`src/rtl/irq_status_pkg.sv`:
```
`timescale 1ns/1ps
package irq_status_pkg;

    typedef enum logic [1:0] {
        VIEW_RAW    = 2'd0,
        VIEW_MASKED = 2'd1,
        VIEW_EN_SET = 2'd2,
        VIEW_EN_CLR = 2'd3
    } view_e;

    localparam int TMO_BIT  = 0;
    localparam int TRAP_BIT = 1;
    localparam int WAIT_LSB = 2;

endpackage

```
`src/rtl/wait_rise_det.sv`:
```
`timescale 1ns/1ps
module wait_rise_det #(
    parameter int NUM_WAIT    = 4,
    parameter int SYNC_STAGES = 2
) (
    input  logic                clk,
    input  logic                rst_n,
    input  logic [NUM_WAIT-1:0] pin_i,
    output logic [NUM_WAIT-1:0] rise_o
);

    localparam int LAST = SYNC_STAGES - 1;

    typedef struct packed {
        logic [SYNC_STAGES-1:0][NUM_WAIT-1:0] stg;
        logic [NUM_WAIT-1:0]                  prev;
    } det_t;

    det_t det_d, det_q;

    always_comb begin
        det_d        = det_q;
        det_d.stg[0] = pin_i;
        for (int i = 1; i < SYNC_STAGES; i++) begin
            det_d.stg[i] = det_q.stg[i-1];
        end
        det_d.prev   = det_q.stg[LAST];
    end

    always_ff @(posedge clk) begin
        if (!rst_n) begin
            det_q <= '0;
        end else begin
            det_q <= det_d;
        end
    end

    assign rise_o = det_q.stg[LAST] & ~det_q.prev;

endmodule

```
`src/rtl/irq_enable_reg.sv`:
```
`timescale 1ns/1ps
module irq_enable_reg #(
    parameter int NB = 6
) (
    input  logic          clk,
    input  logic          rst_n,
    input  logic [NB-1:0] set_i,
    input  logic [NB-1:0] clr_i,
    output logic [NB-1:0] en_o
);

    typedef struct packed {
        logic [NB-1:0] en;
    } en_t;

    en_t en_d, en_q;

    always_comb begin
        en_d    = en_q;
        en_d.en = (en_q.en | set_i) & ~clr_i;
    end

    always_ff @(posedge clk) begin
        if (!rst_n) begin
            en_q <= '0;
        end else begin
            en_q <= en_d;
        end
    end

    assign en_o = en_q.en;

endmodule

```
`src/rtl/irq_status_core.sv`:
```
`timescale 1ns/1ps
module irq_status_core #(
    parameter int NB = 6
) (
    input  logic          clk,
    input  logic          rst_n,
    input  logic [NB-1:0] evt_i,
    input  logic [NB-1:0] en_i,
    input  logic [NB-1:0] clr_i,
    output logic [NB-1:0] raw_o,
    output logic [NB-1:0] masked_o
);

    typedef struct packed {
        logic [NB-1:0] raw;
        logic [NB-1:0] masked;
    } stat_t;

    stat_t st_d, st_q;

    // A clear and an event in the same cycle: the event is applied last and wins.
    always_comb begin
        st_d        = st_q;
        st_d.raw    = (st_q.raw    & ~clr_i) | evt_i;
        st_d.masked = (st_q.masked & ~clr_i) | (evt_i & en_i);
    end

    always_ff @(posedge clk) begin
        if (!rst_n) begin
            st_q <= '0;
        end else begin
            st_q <= st_d;
        end
    end

    assign raw_o    = st_q.raw;
    assign masked_o = st_q.masked;

endmodule

```
`src/rtl/irq_status_unit.sv`:
```
`timescale 1ns/1ps
module irq_status_unit
    import irq_status_pkg::*;
#(
    parameter int NUM_WAIT    = 4,
    parameter int DATA_W      = 32,
    parameter int SYNC_STAGES = 2
) (
    input  logic                clk,
    input  logic                rst_n,
    input  logic [NUM_WAIT-1:0] wait_pin_i,
    input  logic                line_trap_i,
    input  logic                async_tmo_i,
    input  logic                wr_en_i,
    input  logic [1:0]          view_sel_i,
    input  logic [DATA_W-1:0]   wr_data_i,
    output logic [DATA_W-1:0]   rd_data_o,
    output logic                irq_o
);

    localparam int NB = NUM_WAIT + WAIT_LSB;

    view_e         view;
    logic [NB-1:0] wr_bits;
    logic [NB-1:0] evt_vec;
    logic [NUM_WAIT-1:0] wait_rise;
    logic [NB-1:0] stat_clr, en_set, en_clr;
    logic [NB-1:0] raw_q, masked_q, en_q;
    logic          unused_wr_hi;

    assign view         = view_e'(view_sel_i);
    assign wr_bits      = wr_data_i[NB-1:0];
    assign unused_wr_hi = ^wr_data_i[DATA_W-1:NB];

    wait_rise_det #(
        .NUM_WAIT    (NUM_WAIT),
        .SYNC_STAGES (SYNC_STAGES)
    ) u_rise (
        .clk    (clk),
        .rst_n  (rst_n),
        .pin_i  (wait_pin_i),
        .rise_o (wait_rise)
    );

    always_comb begin
        evt_vec                         = '0;
        evt_vec[TMO_BIT]                = async_tmo_i;
        evt_vec[TRAP_BIT]               = line_trap_i;
        evt_vec[NB-1:WAIT_LSB]          = wait_rise;
    end

    always_comb begin
        stat_clr = '0;
        en_set   = '0;
        en_clr   = '0;
        if (wr_en_i) begin
            unique case (view)
                VIEW_RAW, VIEW_MASKED: stat_clr = wr_bits;
                VIEW_EN_SET:           en_set   = wr_bits;
                VIEW_EN_CLR:           en_clr   = wr_bits;
                default:               stat_clr = '0;
            endcase
        end
    end

    irq_enable_reg #(.NB(NB)) u_en (
        .clk   (clk),
        .rst_n (rst_n),
        .set_i (en_set),
        .clr_i (en_clr),
        .en_o  (en_q)
    );

    irq_status_core #(.NB(NB)) u_core (
        .clk      (clk),
        .rst_n    (rst_n),
        .evt_i    (evt_vec),
        .en_i     (en_q),
        .clr_i    (stat_clr),
        .raw_o    (raw_q),
        .masked_o (masked_q)
    );

    always_comb begin
        rd_data_o = '0;
        unique case (view)
            VIEW_RAW:                 rd_data_o[NB-1:0] = raw_q;
            VIEW_MASKED:              rd_data_o[NB-1:0] = masked_q;
            VIEW_EN_SET, VIEW_EN_CLR: rd_data_o[NB-1:0] = en_q;
            default:                  rd_data_o         = '0;
        endcase
    end

    assign irq_o = |masked_q;

endmodule

```
`config.mk`:
```
export PLATFORM = sky130hd
export DESIGN_NAME = irq_status_unit
export DESIGN_NICKNAME = d
export VERILOG_FILES = /design/src/rtl/irq_status_pkg.sv /design/src/rtl/wait_rise_det.sv /design/src/rtl/irq_enable_reg.sv /design/src/rtl/irq_status_core.sv /design/src/rtl/irq_status_unit.sv
export SDC_FILE = /design/constraint.sdc
export NUM_CORES = 1
export LEC_CHECK = 0
export CORE_MARGIN = 3
export CORE_UTILIZATION = 40
export CTS_BUF_LIST = sky130_fd_sc_hd__clkbuf_2 sky130_fd_sc_hd__clkbuf_4 sky130_fd_sc_hd__clkbuf_8
export CTS_CLUSTER_SIZE = 28
export DETAILED_ROUTE_END_ITERATION = 12
export PLACE_DENSITY = 0.89
export SYNTH_ARGS = -nofsm -noshare
export SYNTH_HDL_FRONTEND = slang
export SYNTH_SLANG_ARGS = --single-unit
```
`constraint.sdc`:
```
create_clock -name clk -period 1.14 [get_ports clk]
set_input_delay 0.342 -clock clk [delete_from_list [all_inputs] [get_ports clk]]
set_output_delay 0.342 -clock clk [all_outputs]
set_load 0.05 [all_outputs]
```
Yosys cells after proc, flatten, opt, wreduce, memory -nomap -nowiden

Index checks and enable logic that the tools add are counted.
W data, S select, Z words.

Flip-flop bits (word level): 30
Bits of input ports: 43
Output and inout bits: 33
Logic and storage cells: 31

Eq/ne operators: 3
Muxes and demuxes: 7
Bitwise logic cells: 11
Reduce and logical (&&, ||, !) cells: 4

Operator list:

| kind                 | count |
|---|---|
| $mux W6              | 6 |
| $and A6 B6 Y6        | 4 |
| $or A6 B6 Y6         | 3 |
| $pmux W6 S3          | 1 |
| $not A6 Y6           | 2 |
| $reduce_or A6 Y1     | 1 |
| $and A4 B4 Y4        | 1 |
| $eq A2 B2 Y1 const B | 2 |
| $not A4 Y4           | 1 |
| $reduce_or A2 Y1     | 2 |
| $eq A2 B1 Y1 const B | 1 |
| $logic_not A2 Y1     | 1 |

Logic depth before layout (Yosys ltp)

Depth in word-level cells: 7
Gate-level depth with buffers: 4
Depth with buffers taken out: 2

By module

Synthesis repeated with hierarchy kept, for this count alone.

Cells, all modules: 161
Area, all modules: 1,505.2 µm²

Modules (own cells, without submodules):

| module          | instances | cells each | area each (µm²) | sequential area each (µm²) |
|---|---|---|---|---|
| irq_status_unit | 1         | 71         | 475.5           | 0.0 |
| irq_status_core | 1         | 43         | 450.4           | 240.2 |
| wait_rise_det   | 1         | 29         | 361.6           | 240.2 |
| irq_enable_reg  | 1         | 18         | 217.7           | 120.1 |

Least setup slack after synthesis

Ideal clock, no wire load.

Kind: input -> output
Start point: input port view_sel_i[1]
End point: output port rd_data_o[0]
Data arrival time: 1,722 ps
Data required time: 798 ps
Setup slack: -924 ps
Stages on the path: 3
Buffers on the path: 2
Path through: buf_6 -> buf_2 -> o21ai_0

Longest elaborated chain between the ends: 3

RTL lines:

| what             | RTL line              | text |
|---|---|---|
| start, declared  | irq_status_unit.sv:15 | `input logic [1:0] view_sel_i,` |
| $eq A2 B2 Y1     | irq_status_unit.sv:86 | `unique case (view)` |
| $reduce_or A2 Y1 | irq_status_unit.sv:86 |  |
| $pmux W6 S3 (*)  | irq_status_unit.sv:86 |  |
| end, declared    | irq_status_unit.sv:17 | `output logic [DATA_W-1:0] rd_data_o,` |

Mark *: on every way between the ends. The rest lies on a longest branch, timed or not.

Worst setup path in the final report

Start point: register u_core.st_q, in the netlist u_core.masked_o[5]
End point: output port irq_o

Longest elaborated chain between the ends: 1

RTL lines:

| what                   | RTL line              | text |
|---|---|---|
| start, declared        | irq_status_core.sv:19 | `stat_t st_d, st_q;` |
| start signal, assigned | irq_status_core.sv:32 | `st_q <= st_d;` |
| $reduce_or A6 Y1       | irq_status_unit.sv:94 | `assign irq_o = \|masked_q;` |
| end, declared          | irq_status_unit.sv:18 | `output logic irq_o` |

No other way between the ends.

==> results.md <==
- Status: finished with violations
- Failing checks: setup timing
- N_diodes: 0
- Via density: 4.56
- Overall power: 0.00246 W
- Hold Vio Cnt, Final: 0
- # nets final: 235
- Tcrit/Tclk final: 137%
- Residual DRC: 0
- Ys Warns: 0
- IR drop worst, VDD: 0.000678 V
- I/O Buffers: 23
- Count of final setup violators: 7
- Die Y-Extent: 65.6 µm
- Critical path peak fanout: 2
- CP Buf/Inv Count: 1
- HP Class: reg2reg
- Critical-path cell list: nor4_4 > nand2_2 > buf_8
- Root buffer cell: clkbuf_4
- Synth Area per Inst: 9.10 µm²
- Pre-CTS WS: -0.773 ns
- Post-route setup slack: -0.422 ns
- Sequential fraction of the synthesis area: 42.3%
- Final Core Density: 60.9%
- RSZ-0062 raised after global routing: true
- Largest cells by area after synthesis: dfxtp_1 (42%), buf_4 (14%), mux2i_1 (8.5%)
- Initial antenna violation count: 0
- Worst-Skew Late Latency: 0.32 ns
- Post-synthesis cell count: 156
- Crit path time final: 1.56 ns
- Starting Density: 41.9%
- Crit end category: output port
- Global placement routability congestion: 0.746
- Detailed-route via count: 1091
- Reg2reg start: u_rise.det_q[2]$_SDFF_PN0_
- Netlist cell types: 21
- Hold Slack: 0.440 ns
- Top-level I/O count: 76
- Die span in x: 65.6 µm
- Highest cell delay on the worst timing path: 0.36 ns
- Hold EP: u_rise.det_d[1]$_SDFF_PN0_
- Max Buffers Root-to-Sink: 2
- FP Rows: 21
- Cell Area, Synth: 1420 µm²
- Largest net degree at the start of global routing: 16
- Hold path depth: 1
- Total wire length: 2820 µm
- FF+latch count, synth: 30
- Core Box Area: 3390 µm²
- Remaining global-route overflow: 0
- Number of global-route vias before repair: 1001
- P_leak: 0.882 nW
- Post-route ant nets: 0
- Crit path kind: reg2out
- Worst Path Required: 0.80 ns
- Clk sinks: 30
- Share of layout cells above drive strength 1: 31.6%
- TritonRoute pass-1 iters: 5
- Routed wire per std cell: 11.8 µm
- Pwr dens: 1190 nW/µm²
- Global-route wire length before repair: 4510 µm
- Share of the synthesized area in the top cell type: 42.3%
- Setup Skew: 0.00352 ns
- Max Cap Viol: 0
- Most frequent cells in the layout: conb_1 (26), nand2_1 (24), dfxtp_1 (21)
- Top delay family on crit path: simple AND/OR/NAND/NOR gates
- Reg-to-reg slack, setup: 0.34 ns
- Worst R2R End: u_core.raw_o[4]$_SDFF_PN0_
- Reg2reg path depth: 2
- Hold path start: u_rise.det_d[9]$_SDFF_PN0_
- CTS tree: yes
- 1st-iter DRT viols: 38
- Fin. max-slew vios: 0
- Worst setup SP type: register
- Die area: 4300 µm²
- Fmax: 640 MHz
- H-Tree Level Count: 2
- Slowest-stage cell, CP: dfxtp_4
- Gr usage total: 14.1%
- DP Wirelength: 1870 µm
- Worst-path clk slew: 0.09 ns
- Area leader, netlist: dfxtp_1
- Synthesis-to-finish area growth: 45.3%
- Worst path arrival time: 1.22 ns
- Commonest non-fill, non-tap cell in the layout: conb_1
- Total CTS buffers: 5
layout make-up:
| type | instances | area (µm²) |
|---|---|---|
| clock buffer | 8 | 78.8 |
| fill | 277 | 1330 |
| inverter | 3 | 11.3 |
| multi-input combinational | 114 | 815 |
| sequential | 30 | 619 |
| tap | 46 | 57.6 |
| timing repair buffer | 38 | 482 |
metal layers:
layer | wire length [µm] | GRT usage [%] | vias to the layer above
li1 | - | - | 545
met1 | 1160 | 17.0 | 497
met2 | 1440 | 22.9 | 42
met3 | 184 | 4.27 | 7
met4 | 35 | 6.22 | 0
met5 | 0 | 0 | -
worst reg2reg max path: cells and delay by family, from the launching register on:
kind	cells	cell delay, ns
compound gates	1	0.21
flops	1	0.31
simple gates	1	0.18
registers in the layout, summed over array words and instances, names as in the netlist:
register and cells:
u_core.masked_o 6, u_core.raw_o 6, u_en.en_o 6, u_rise.det_d 8
u_rise.det_q 4
cells in the mapped netlist, drive strengths merged:
cell	n
o21ai	13
a31o	1
o32ai	3
a32o	1
buf	34
nand2	25
nand2b	1
dfxtp	30
mux2i	12
and2	12
nand3	8
nor4	1
and3b	6
inv	3
nor2	1
nand3b	4
conb	1
kinds of logic after synthesis:
family | synth area share [%]
compound gates | 7.75
buf+inv | 18.4
flops | 42.3
mux | 8.46
other cells | 0.264
simple gates | 22.8
through the flow:
step	cell area, µm²	std cells	setup TNS, ns
3_5_place_dp	1820	228	-13.82
4_1_cts	2040	237	-2.49
5_1_grt	2060	239	-2.82
3_3_place_gp	1820	228	-13.51
2_1_floorplan	1620	181	-0.993
6_report	2060	239	-2.48
how the worst max path moves through the flow:
stage / from / cells after the start / endpoint
2_1_floorplan: view_sel_i[0] / 3 / rd_data_o[0]
3_3_place_gp: view_sel_i[0] / 5 / rd_data_o[5]
3_5_place_dp: view_sel_i[0] / 5 / rd_data_o[5]
4_1_cts: u_core.masked_o[0]$_SDFF_PN0_ / 3 / irq_o
5_1_grt: u_core.masked_o[5]$_SDFF_PN0_ / 3 / irq_o
6_report: u_core.masked_o[5]$_SDFF_PN0_ / 3 / irq_o
report_power, final:
group / switching, W / total [W] / internal (W)
clock network: 0.000349 / 0.000770 / 0.000421
registers: 0.0000292 / 0.00111 / 0.00108
logic: 0.000362 / 0.000582 / 0.000219
repair_timing:
action / 4_1_cts / 5_1_grt
pin swaps: 6 / 2
resized for setup: 37 / 4
cloned: 1 / 1
hold buffers: 0 / 0
setup endpoints to repair: 19 / 18
buffers inserted: 0 / 1
(Power assumes the default switching activity.)
